**config.mk**
```make
export PLATFORM = sky130hd
export DESIGN_NAME = dma_addr_gen
export DESIGN_NICKNAME = d
export VERILOG_FILES = /design/src/rtl/dag_pkg.sv /design/src/rtl/dag_addr_unit.sv /design/src/rtl/dag_counter.sv /design/src/rtl/dma_addr_gen.sv
export SDC_FILE = /design/constraint.sdc
export NUM_CORES = 1
export LEC_CHECK = 0
export ABC_AREA = 0
export BUFFER_PORTS_ARGS = -buffer_cell sky130_fd_sc_hd__buf_2
export CAP_MARGIN = 20
export CORE_MARGIN = 5
export CORE_UTILIZATION = 30
export CTS_CLUSTER_DIAMETER = 40
export DETAILED_ROUTE_END_ITERATION = 6
export HOLD_SLACK_MARGIN = 0.06
export SLEW_MARGIN = 10
export SYNTH_ARGS = -nofsm -noshare
export SYNTH_HDL_FRONTEND = slang
export SYNTH_SLANG_ARGS = --single-unit
export TNS_END_PERCENT = 20
```
**constraint.sdc**
```tcl
create_clock -name clk -period 4.95 [get_ports clk]
set_input_delay 0.2475 -clock clk [delete_from_list [all_inputs] [get_ports clk]]
set_output_delay 0.2475 -clock clk [all_outputs]
set_load 0.02 [all_outputs]
```
**src/rtl/dag_pkg.sv**
```systemverilog
package dag_pkg;

  localparam logic [1:0] MODE_FIXED = 2'd0;
  localparam logic [1:0] MODE_INCR  = 2'd1;
  localparam logic [1:0] MODE_RING  = 2'd2;

  localparam int RING_POS_W = 5;

  // Last position in the ring for a length code; codes above 4 select 32.
  function automatic logic [RING_POS_W-1:0] ring_last(input logic [2:0] sel);
    logic [RING_POS_W-1:0] r;
    case (sel)
      3'd0:    r = 5'd1;
      3'd1:    r = 5'd3;
      3'd2:    r = 5'd7;
      3'd3:    r = 5'd15;
      default: r = 5'd31;
    endcase
    return r;
  endfunction

endpackage

```
**src/rtl/dag_addr_unit.sv**
```systemverilog
module dag_addr_unit
  import dag_pkg::*;
#(
  parameter int AW     = 20,
  parameter int BANK_W = 16
) (
  input  logic          clk,
  input  logic          rst_n,
  input  logic [1:0]    mode,
  input  logic          size16,
  input  logic [2:0]    ring_sel,
  input  logic          load,
  input  logic [AW-1:0] load_val,
  input  logic          done,
  output logic [AW-1:0] addr
);

  localparam int HI_W = AW - BANK_W;

  logic [AW-1:0]         cur_q, base_q;
  logic [RING_POS_W-1:0] pos_q;
  logic [BANK_W-1:0]     step;
  logic [BANK_W-1:0]     low_next;
  logic [AW-1:0]         stepped;
  logic                  ring_end;

  assign step     = size16 ? BANK_W'(2) : BANK_W'(1);
  assign low_next = cur_q[BANK_W-1:0] + step;

  generate
    if (HI_W > 0) begin : g_bank
      assign stepped = {cur_q[AW-1:BANK_W], low_next};
    end else begin : g_flat
      assign stepped = low_next;
    end
  endgenerate

  assign ring_end = (pos_q == ring_last(ring_sel));

  always_ff @(posedge clk) begin
    if (!rst_n) begin
      cur_q  <= '0;
      base_q <= '0;
      pos_q  <= '0;
    end else if (load) begin
      cur_q  <= load_val;
      base_q <= load_val;
      pos_q  <= '0;
    end else if (done) begin
      case (mode)
        MODE_INCR: cur_q <= stepped;
        MODE_RING: begin
          if (ring_end) begin
            cur_q <= base_q;
            pos_q <= '0;
          end else begin
            cur_q <= stepped;
            pos_q <= pos_q + 1'b1;
          end
        end
        default: cur_q <= cur_q;
      endcase
    end
  end

  assign addr = cur_q;

endmodule

```
**src/rtl/dag_counter.sv**
```systemverilog
module dag_counter #(
  parameter int CW = 16
) (
  input  logic          clk,
  input  logic          rst_n,
  input  logic          load,
  input  logic [CW-1:0] load_val,
  input  logic          done,
  output logic [CW-1:0] count,
  output logic          underflow
);

  logic [CW-1:0] cnt_q;
  logic          uf_q;

  always_ff @(posedge clk) begin
    if (!rst_n) begin
      cnt_q <= '0;
      uf_q  <= 1'b0;
    end else begin
      uf_q <= 1'b0;
      if (load) begin
        cnt_q <= load_val;
      end else if (done) begin
        cnt_q <= cnt_q - 1'b1;
        uf_q  <= (cnt_q == '0);
      end
    end
  end

  assign count     = cnt_q;
  assign underflow = uf_q;

endmodule

```
**src/rtl/dma_addr_gen.sv**
```systemverilog
module dma_addr_gen #(
  parameter int AW     = 20,
  parameter int BANK_W = 16,
  parameter int CW     = 16
) (
  input  logic          clk,
  input  logic          rst_n,
  input  logic          cfg_size,
  input  logic [1:0]    src_mode,
  input  logic [1:0]    dst_mode,
  input  logic [2:0]    ring_sel,
  input  logic          src_load,
  input  logic [AW-1:0] src_load_val,
  input  logic          dst_load,
  input  logic [AW-1:0] dst_load_val,
  input  logic          cnt_load,
  input  logic [CW-1:0] cnt_load_val,
  input  logic          xfer_done,
  output logic [AW-1:0] src_addr,
  output logic [AW-1:0] dst_addr,
  output logic [CW-1:0] count,
  output logic          underflow
);

  localparam int SIDES = 2;

  logic [1:0]    side_mode [SIDES];
  logic          side_load [SIDES];
  logic [AW-1:0] side_val  [SIDES];
  logic [AW-1:0] side_addr [SIDES];

  assign side_mode[0] = src_mode;
  assign side_mode[1] = dst_mode;
  assign side_load[0] = src_load;
  assign side_load[1] = dst_load;
  assign side_val[0]  = src_load_val;
  assign side_val[1]  = dst_load_val;

  generate
    for (genvar g = 0; g < SIDES; g++) begin : g_side
      dag_addr_unit #(.AW(AW), .BANK_W(BANK_W)) u_addr (
        .clk      (clk),
        .rst_n    (rst_n),
        .mode     (side_mode[g]),
        .size16   (cfg_size),
        .ring_sel (ring_sel),
        .load     (side_load[g]),
        .load_val (side_val[g]),
        .done     (xfer_done),
        .addr     (side_addr[g])
      );
    end
  endgenerate

  assign src_addr = side_addr[0];
  assign dst_addr = side_addr[1];

  dag_counter #(.CW(CW)) u_cnt (
    .clk       (clk),
    .rst_n     (rst_n),
    .load      (cnt_load),
    .load_val  (cnt_load_val),
    .done      (xfer_done),
    .count     (count),
    .underflow (underflow)
  );

endmodule

```
# Word-level counts from Yosys, hierarchy flattened
# Cells that the tools add are included.
# op_classes
n_addsub	5
eq_ne	11
mux	14
bitwise	2
reduce_logical	20
# op_table
op	count
2-to-1 mux 20 bit	6
one-hot mux 20 bit (2 select lines)	2
adder 16 bit	2
2-to-1 mux 16 bit	2
one-hot mux 5 bit (4 select lines)	1
zero test 16 bit	1
subtractor 16 x 1 -> 16 bit, second input constant	1
nonzero test 2 bit	7
adder 5 x 1 -> 5 bit, second input constant	2
== test 5 bit	2
2-to-1 mux 5 bit	2
AND reduction 2 bit	4
AND reduction 4 bit	2
== test 3 x 2 -> 1 bit, second input constant	2
nonzero test 3 bit	2
== test 2 x 1 -> 1 bit, second input constant	2
== test 2 bit, second input constant	2
!= test 2 bit, second input constant	2
OR reduction 2 bit	2
== test 3 x 1 -> 1 bit, second input constant	1
zero test 3 bit	1
OR reduction 3 bit	1
2-to-1 mux 2 bit	1
inverter 1 bit	2
# word_totals
regBits	107
out_inout_bits	57
wordCells	62

# Logic depth before layout (Yosys ltp)
# Gate-level depths: netlist of the first run.
# logic_depth
depth_word	7
depth_mapped	10
mapped_depth_nobuf	10

# By module
# Synthesis of the first run repeated with hierarchy kept, for this count alone.
# hier_totals
hier_cells	658
area_unflattened_um2	5860.6
# modules_own_cells
module	instances	cells_per_inst	area_each_um2	seq_area_each_um2
dag_addr_unit	2	277	2462.4	900.9
dag_counter	1	104	935.9	340.3

# Worst setup path after synthesis of the first run
# No wires, ideal clock.
# synth_path
kind	register to register
start	reg g_side[1].u_addr.cur_q[0]
end	reg g_side[1].u_addr.cur_q[10]
arrival_time_ns	2.132
required_ns	4.864
setup_slack_ns	2.732
path_stages_with_launch	10
synth_period_minus_slack_ns	2.218
path_cell_list	dfxtp_1 ha_1 inv_1 fa_1 nand3b_1 nor2_1 and4_1 xor2_1 mux2i_1 a211oi_1
# synth_between
elab_chain_len	5
# synth_lines
item	line	text
start: declaration	dag_addr_unit.sv:20	logic [AW-1:0] cur_q, base_q;
start signal: assignment	dag_addr_unit.sv:46	cur_q <= load_val;
start signal: assignment	dag_addr_unit.sv:51	MODE_INCR: cur_q <= stepped;
start signal: assignment	dag_addr_unit.sv:54	cur_q <= base_q;
adder 16 bit *	dag_addr_unit.sv:28	assign low_next = cur_q[BANK_W-1:0] + step;
2-to-1 mux 20 bit	dag_addr_unit.sv:53	if (ring_end) begin
one-hot mux 20 bit (2 select lines) *	dag_addr_unit.sv:50	case (mode)
2-to-1 mux 20 bit *	dag_addr_unit.sv:49	end else if (done) begin
2-to-1 mux 20 bit *	dag_addr_unit.sv:45	end else if (load) begin
# Mark *: on every way between the ends. The rest lies on a longest branch, timed or not. The select of a mux whose other input is x is not followed.
# A chain may end at the register's enable or synchronous reset.

# Final worst setup path of the first run
# layout_path
start	reg g_side[0].u_addr.pos_q[1]
end	reg g_side[0].u_addr.cur_q[15]
# layout_between
elab_chain_len	5
# layout_lines
item	line	text
start: declaration	dag_addr_unit.sv:21	logic [RING_POS_W-1:0] pos_q;
start signal: assignment	dag_addr_unit.sv:58	pos_q <= pos_q + 1'b1;
== test 5 bit	dag_addr_unit.sv:38	assign ring_end = (pos_q == ring_last(ring_sel));
2-to-1 mux 20 bit	dag_addr_unit.sv:53	
one-hot mux 20 bit (2 select lines)	dag_addr_unit.sv:50	
2-to-1 mux 20 bit	dag_addr_unit.sv:49	
2-to-1 mux 20 bit	dag_addr_unit.sv:45	
end signal: assignment	dag_addr_unit.sv:46	
end signal: assignment	dag_addr_unit.sv:51	
end signal: assignment	dag_addr_unit.sv:54	
end: declaration	dag_addr_unit.sv:20	
# Every way passes these cells. The select of a mux whose other input is x is not followed.

==> flow_summary.toml, run 1 <==
[outcome]
status = "completed"

[finish]
drive_above_1_share = 0.1977
num-fill-cells = 1933
synthToLayoutAreaGrowth_pct = 19.72
postLayoutCoreUtil = 0.3659
num-nets-final = 859
n_antenna_cell = 0

[min_path]
worstHoldStart = "cnt_load_val[4]"
worstHoldPathType = "input pin to register"

[global_route]
grt_pass1_vias = 4872
grt_pass1_wl_mm = 25.65
grt_max_degree = 44
antenna_found_initial = 0
overflow = 0
grt_usage = 0.1431

[detailed_routing]
drc_errors = 0
post_drt_via_cell_ratio = 4.965
vias = 5054
initialDrtViolationCount = 225
routed_wl_mm = 15.74
wl_per_cell_um = 15.46
dr.pass1.iters = 4
postRouteAntennaNets = 0

[placed_design]
portBuffers = 126
gp_congestion = 0.7875
hpwl_mm = 11.27

[job]
max-cap-violations = 0

[timing]
skew_ns = 0.008671
slew_violations = 0
min_period_ns = 2.367
tns_ns = 0
relSlewSlack = 0.3930
worstMarginPinSlew_ns = 0.9105
setup_viol = 0
fmax_mhz = 422.5
finalCritPeriodShare = 0.4781
grt_setup_unrepaired = "false"
final_hold_viol_count = 0

[synth]
yosysSeqAreaShare = 0.3747
yosysUniqueCellTypes = 59
synth_area_per_cell_sq_um = 8.395
synth_ff_type = "dfxtp_1"
synth_area_leaders = "dfxtp_1 (37%), mux2i_1 (8.9%), nand2_1 (4.8%), nor2b_1 (4.6%), o21ai_0 (4.4%)"
syn_nets = 761
synthesis.area_sq_um = 5717
synth_async_sr_flop_share = 0
syn_inst = 681
ys_ff_latch = 107
yosys.area.top_type = "dfxtp_1"
yosys_warnings = 0
synth_edf_count = 0
synth_top_area_frac = 0.3747

[setup_path]
endpoint_kind = "register"
cp_max_fo = 13
required_ns = 5.25
path_class = "register to register"
crit_arrival_ns = 2.67
start_kind = "register"
r2r-start = "g_side[0].u_addr.pos_q[1]"
startpoint = "g_side[0].u_addr.pos_q[1]"

[floorplan]
start_util = 0.3056
dieArea_sq_um = 21920
fp.dieW_um = 148.0
fp.dieH_um = 148.0
core_region_area_sq_um = 18710
row_count = 50
io_pins = 127

[clocking]
cts-hold-fix-buffers = 0
cts_setup_buffers = 0
clock_latency_ns = 0.35
htreeDepth = 3
cts_buffer_depth = 2
cts_resized = 0
cts_tree = "built"
numCtsBuffers = 9
path_clk_slew_ns = 0.08
root_buffer = "clkbuf_16"
clkSinkCount = 107

[pwr]
p_leak_nw = 2.986
p_per_area_nw_per_um2 = 318.7
ir_worst_vdd_v = 0.0001557
==> kinds of logic after synthesis <==
group                      after synthesis  share of synthesized area
AOI/OAI and AO/OA                      151                     0.1670
xor gates and xnor gates                50                    0.07660
adders and majority gates               10                    0.02451
buffers and inverters                   61                    0.04246
DFF                                    107                     0.3747
muxes                                   51                    0.08930
and+or+nand+nor                        251                     0.2254
==> sequential cells by signal (all words and copies together) (netlist names) <==
name                  flops
g_side.u_addr.addr       40
g_side.u_addr.base_q     40
g_side.u_addr.pos_q      10
u_cnt.count              16
u_cnt.underflow           1
==> cell type report <==
| type | instances | area (sq um) | share of cell area |
|---|---|---|---|
| Clock inverter | 7 | 123.9 | 0.01810 |
| Multi-Input combinational cell | 513 | 3332 | 0.4868 |
| Sequential cell | 107 | 2142 | 0.3130 |
| Clock buffer | 9 | 225.2 | 0.03291 |
| Tap cell | 234 | 292.8 | 0.04278 |
| Timing Repair Buffer | 130 | 660.6 | 0.09653 |
| Inverter | 18 | 67.56 | 0.009872 |
==> per-layer routing <==
| metal | track usage | up-vias | share of wire |
|---|---|---|---|
| li1 | - | 2584 | - |
| met1 | 0.1942 | 2365 | 0.49 |
| met3 | 0.02330 | 15 | 0.033 |
| met5 | 0 | - | 0 |
| met4 | 0.04942 | 0 | 0.015 |
| met2 | 0.2311 | 90 | 0.46 |
==> where the power goes <==
part / internal [mW] / leakage [nW] / switching, mW / total, mW
Combinational: 0.151 / 1.94 / 0.212 / 0.363
Clock: 0.499 / 0.166 / 0.348 / 0.846
Sequential: 0.916 / 0.883 / 0.0559 / 0.972
==> Yosys cell counts, drive strengths merged, types with 4 or more instances <==
master and instances:
o31ai 4, xor2 22, o21ai 52, nor2b 42, nor2 41, a31oi 10, inv 18, nor4 4
a21boi 9, mux2i 51, clkbuf 33, nor3 18, a21oi 32, buf 10, dfxtp 107, a211oi 8
xnor2 28, o221ai 9, and2 17, nand2 74, ha 8, and3 5, a22o 8, nand3 23
nand4 9
==> final timing paths <==
check	to	slack, ns	cells after the start
worst max register to register	g_side[0].u_addr.addr[15]	2.58	6
worst min register to register	g_side[1].u_addr.addr[16]	0.47	2
worst min-delay path	u_cnt.count[4]	0.16	3
worst max-delay path	g_side[0].u_addr.addr[15]	2.58	6
==> placed cells by master (no fill, tap or decap), drive strengths merged, types with 5 or more instances in the layout <==
master	synthesis	layout
buf	10	130
dfxtp	107	107
nand2	74	74
o21ai	52	52
mux2i	51	51
nor2b	42	42
nor2	41	41
a21oi	32	32
xnor2	28	28
nand3	23	23
xor2	22	22
inv	18	19
nor3	18	18
and2	17	17
a31oi	10	10
a21boi	9	9
o221ai	9	9
nand4	9	9
clkbuf	33	9
a22o	8	8
ha	8	8
a211oi	8	8
and3	5	5
==> through the flow <==
step / worst slack (ns) / cell area (sq um) / instances / hold WS [ns] / total power, mW
4_1_cts: 2.599 / 6844 / 1018 / 0.1359 / 2.212
2_1_floorplan: 2.732 / 5717 / 681 / 0.4021 / 1.229
3_3_place_gp: 2.487 / 6495 / 1002 / 0.4575 / 1.354
5_1_grt: 2.297 / 6844 / 1018 / 0.1496 / 2.290
3_5_place_dp: 2.419 / 6495 / 1002 / 0.4564 / 1.356
6_report: 2.583 / 6844 / 1018 / 0.1582 / 2.181
==> worst max-delay path, cell delays in order, from the launching register on <==
cell and delay (ns):
dfxtp_1 0.41, nor3b_1 0.22, a22oi_1 0.10, a211oi_2 0.53, nand2_1 0.55, o31a_1 0.44
nand2_1 0.06
Power figures use the tool's default switching activity.
==> run 2, diff against run 1 <==
Clock period 4.95 ns to 2.3 ns, I/O delays scaled along.
==> run 2 against run 1 <==
  * Critical path depth grew 4
  * Hold slack lost 0.084 ns
  * Cell count grew 5.9%
  * Design area grew 8.0%
  * Via count grew 4.2%
  * Worst setup slack lost 2.4 ns
  * Register-to-register slack lost 2.4 ns
  * First-iteration DRC count grew 50%
==> flow_summary.toml, run 2 (synthesized netlist as in run 1, its figures left out) <==
[outcome]
status = "completed"

[finish]
n_antenna_cell = 0
multiInputGateArea_sq_um = 3344
num-nets-final = 919
ff_latch_area_sq_um = 2142
synthToLayoutAreaGrowth_pct = 29.28
drive_above_1_share = 0.2085
final_cell_mix = "buf_2 (126), dfxtp_1 (107), nand2_1 (73)"
layout.cells.non_filler = 1078
num-fill-cells = 1910
final_common_cell = "buf_2"

[timing]
tns_ns = 0
slew_violations = 0
setup_viol = 0
fmax_mhz = 473.9
finalCritPeriodShare = 0.9176
relSlewSlack = 0.4719
worstMarginPinSlew_ns = 0.7913
final_hold_viol_count = 0
min_period_ns = 2.110
grt_setup_unrepaired = "false"
skew_ns = 0.009608

[pwr]
p_per_area_nw_per_um2 = 629.9
p_leak_nw = 3.243
report.power.total_mw = 4.655
ir_worst_vdd_v = 0.0003360

[floorplan]
io_pins = 127
fp.dieW_um = 148.0
row_count = 50
fp.dieH_um = 148.0
core_region_area_sq_um = 18710
start_util = 0.3056
dieArea_sq_um = 21920

[detailed_routing]
drc_errors = 0
vias = 5264
initialDrtViolationCount = 338
routed_wl_mm = 16.17
dr.pass1.iters = 4
wl_per_cell_um = 15.00
post_drt_via_cell_ratio = 4.883
postRouteAntennaNets = 0

[setup_path]
cp_top_family = "adder cells"
required_ns = 2.57
crit_arrival_ns = 2.38
start_kind = "register"
cp_max_fo = 3
endpoint_kind = "register"
cp_slowest_cell = "dfxtp_1"
timing.critical_path.buf_inv = 2
slowest_delay_ns = 0.35
path_class = "register to register"
cp_cell_sequence = "ha_2, inv_1, fa_2, nand3b_1, nor2_2, buf_4, nand3_1, xnor2_1, mux2i_1, a211oi_2"

[placed_design]
hpwl_mm = 11.70
portBuffers = 126
dp.cells = 1019
gp_congestion = 0.8064

[global_route]
grtUsageMet2 = 0.2377
grt_pass1_wl_mm = 26.03
antenna_found_initial = 0
grt_max_degree = 36
grt_usage = 0.1455
grtUsageMet3 = 0.02544
use_met1 = 0.1960
overflow = 0
grt_busiest_layer = "met2"
grt_pass1_vias = 4951

[clocking]
cts_tree = "built"
path_clk_slew_ns = 0.07
clock_latency_ns = 0.35
numCtsBuffers = 9
root_buffer = "clkbuf_16"
htreeDepth = 3
clkSinkCount = 107
cts_setup_buffers = 0
cts_buffer_depth = 2

[job]
max-cap-violations = 0

[min_path]
worstHoldPathType = "input pin to register"
[run 2: cell types whose count changed in the layout (fill, tap and decap cells not counted), sizes merged]
cell,change
dlygate4sd3,+43
buf,+17
bufinv,-1
clkbuf,+1
[run 2: metal layers]
metal	routed length, um	share of wire
met3	559	0.035
met5	0	0
met1	7752	0.48
met2	7617	0.47
met4	242	0.015
[run 2: layout make-up]
| class | instances | share of cell area |
|---|---|---|
| Timing Repair Buffer | 190 | 0.1649 |
| Tap cell | 234 | 0.03961 |
| Sequential cell | 107 | 0.2898 |
| Multi-Input combinational cell | 513 | 0.4525 |
| Clock inverter | 6 | 0.01168 |
| Inverter | 18 | 0.009142 |
| Clock buffer | 10 | 0.03233 |
[run 2: power breakdown]
group	switching, mW	internal [mW]
logic	0.471	0.387
registers	0.120	1.97
clock network	0.720	0.985
[run 2: final timing paths]
check	startpoint	to	slack (ns)	cells past startpoint
hold / removal	src_load_val[9]	g_side[0].u_addr.base_q[9]	0.07	3
setup / recovery	g_side[1].u_addr.addr[0]	g_side[1].u_addr.addr[12]	0.19	10
hold reg to reg	g_side[0].u_addr.base_q[8]	g_side[0].u_addr.base_q[8]	0.47	2
setup reg to reg	g_side[1].u_addr.addr[0]	g_side[1].u_addr.addr[12]	0.19	10
[run 2: worst reg2reg max path, delay by kind of cell (launching register included)]
family                     cells  cell delay, ns
adders and majority gates      2            0.55
and+or+nand+nor                3            0.43
DFF                            1            0.35
AOI/OAI and AO/OA              1            0.23
buffers and inverters          2            0.19
xor gates and xnor gates       1            0.17
muxes                          1            0.11
[run 2: timing repair]
item	in CTS	in global routing
endpoints found under the hold margin	49	0
hold buffers	43	0
pin swaps	0	1
setup endpoints to repair	1	3
resized for setup	1	3
[run 2: stage by stage]
step / utilization / hold WS [ns] / setup slack (ns) / instance area [sq um]
2_1_floorplan: - / 0.2696 / 0.08230 / 5717
3_3_place_gp: 0.3540 / 0.3725 / 0.1624 / 6623
3_5_place_dp: 0.3540 / 0.3756 / 0.05481 / 6623
4_1_cts: 0.3946 / 0.06122 / 0.01646 / 7381
5_1_grt: 0.3951 / 0.08753 / 0.02705 / 7391
6_report: 0.3951 / 0.07448 / 0.1896 / 7391
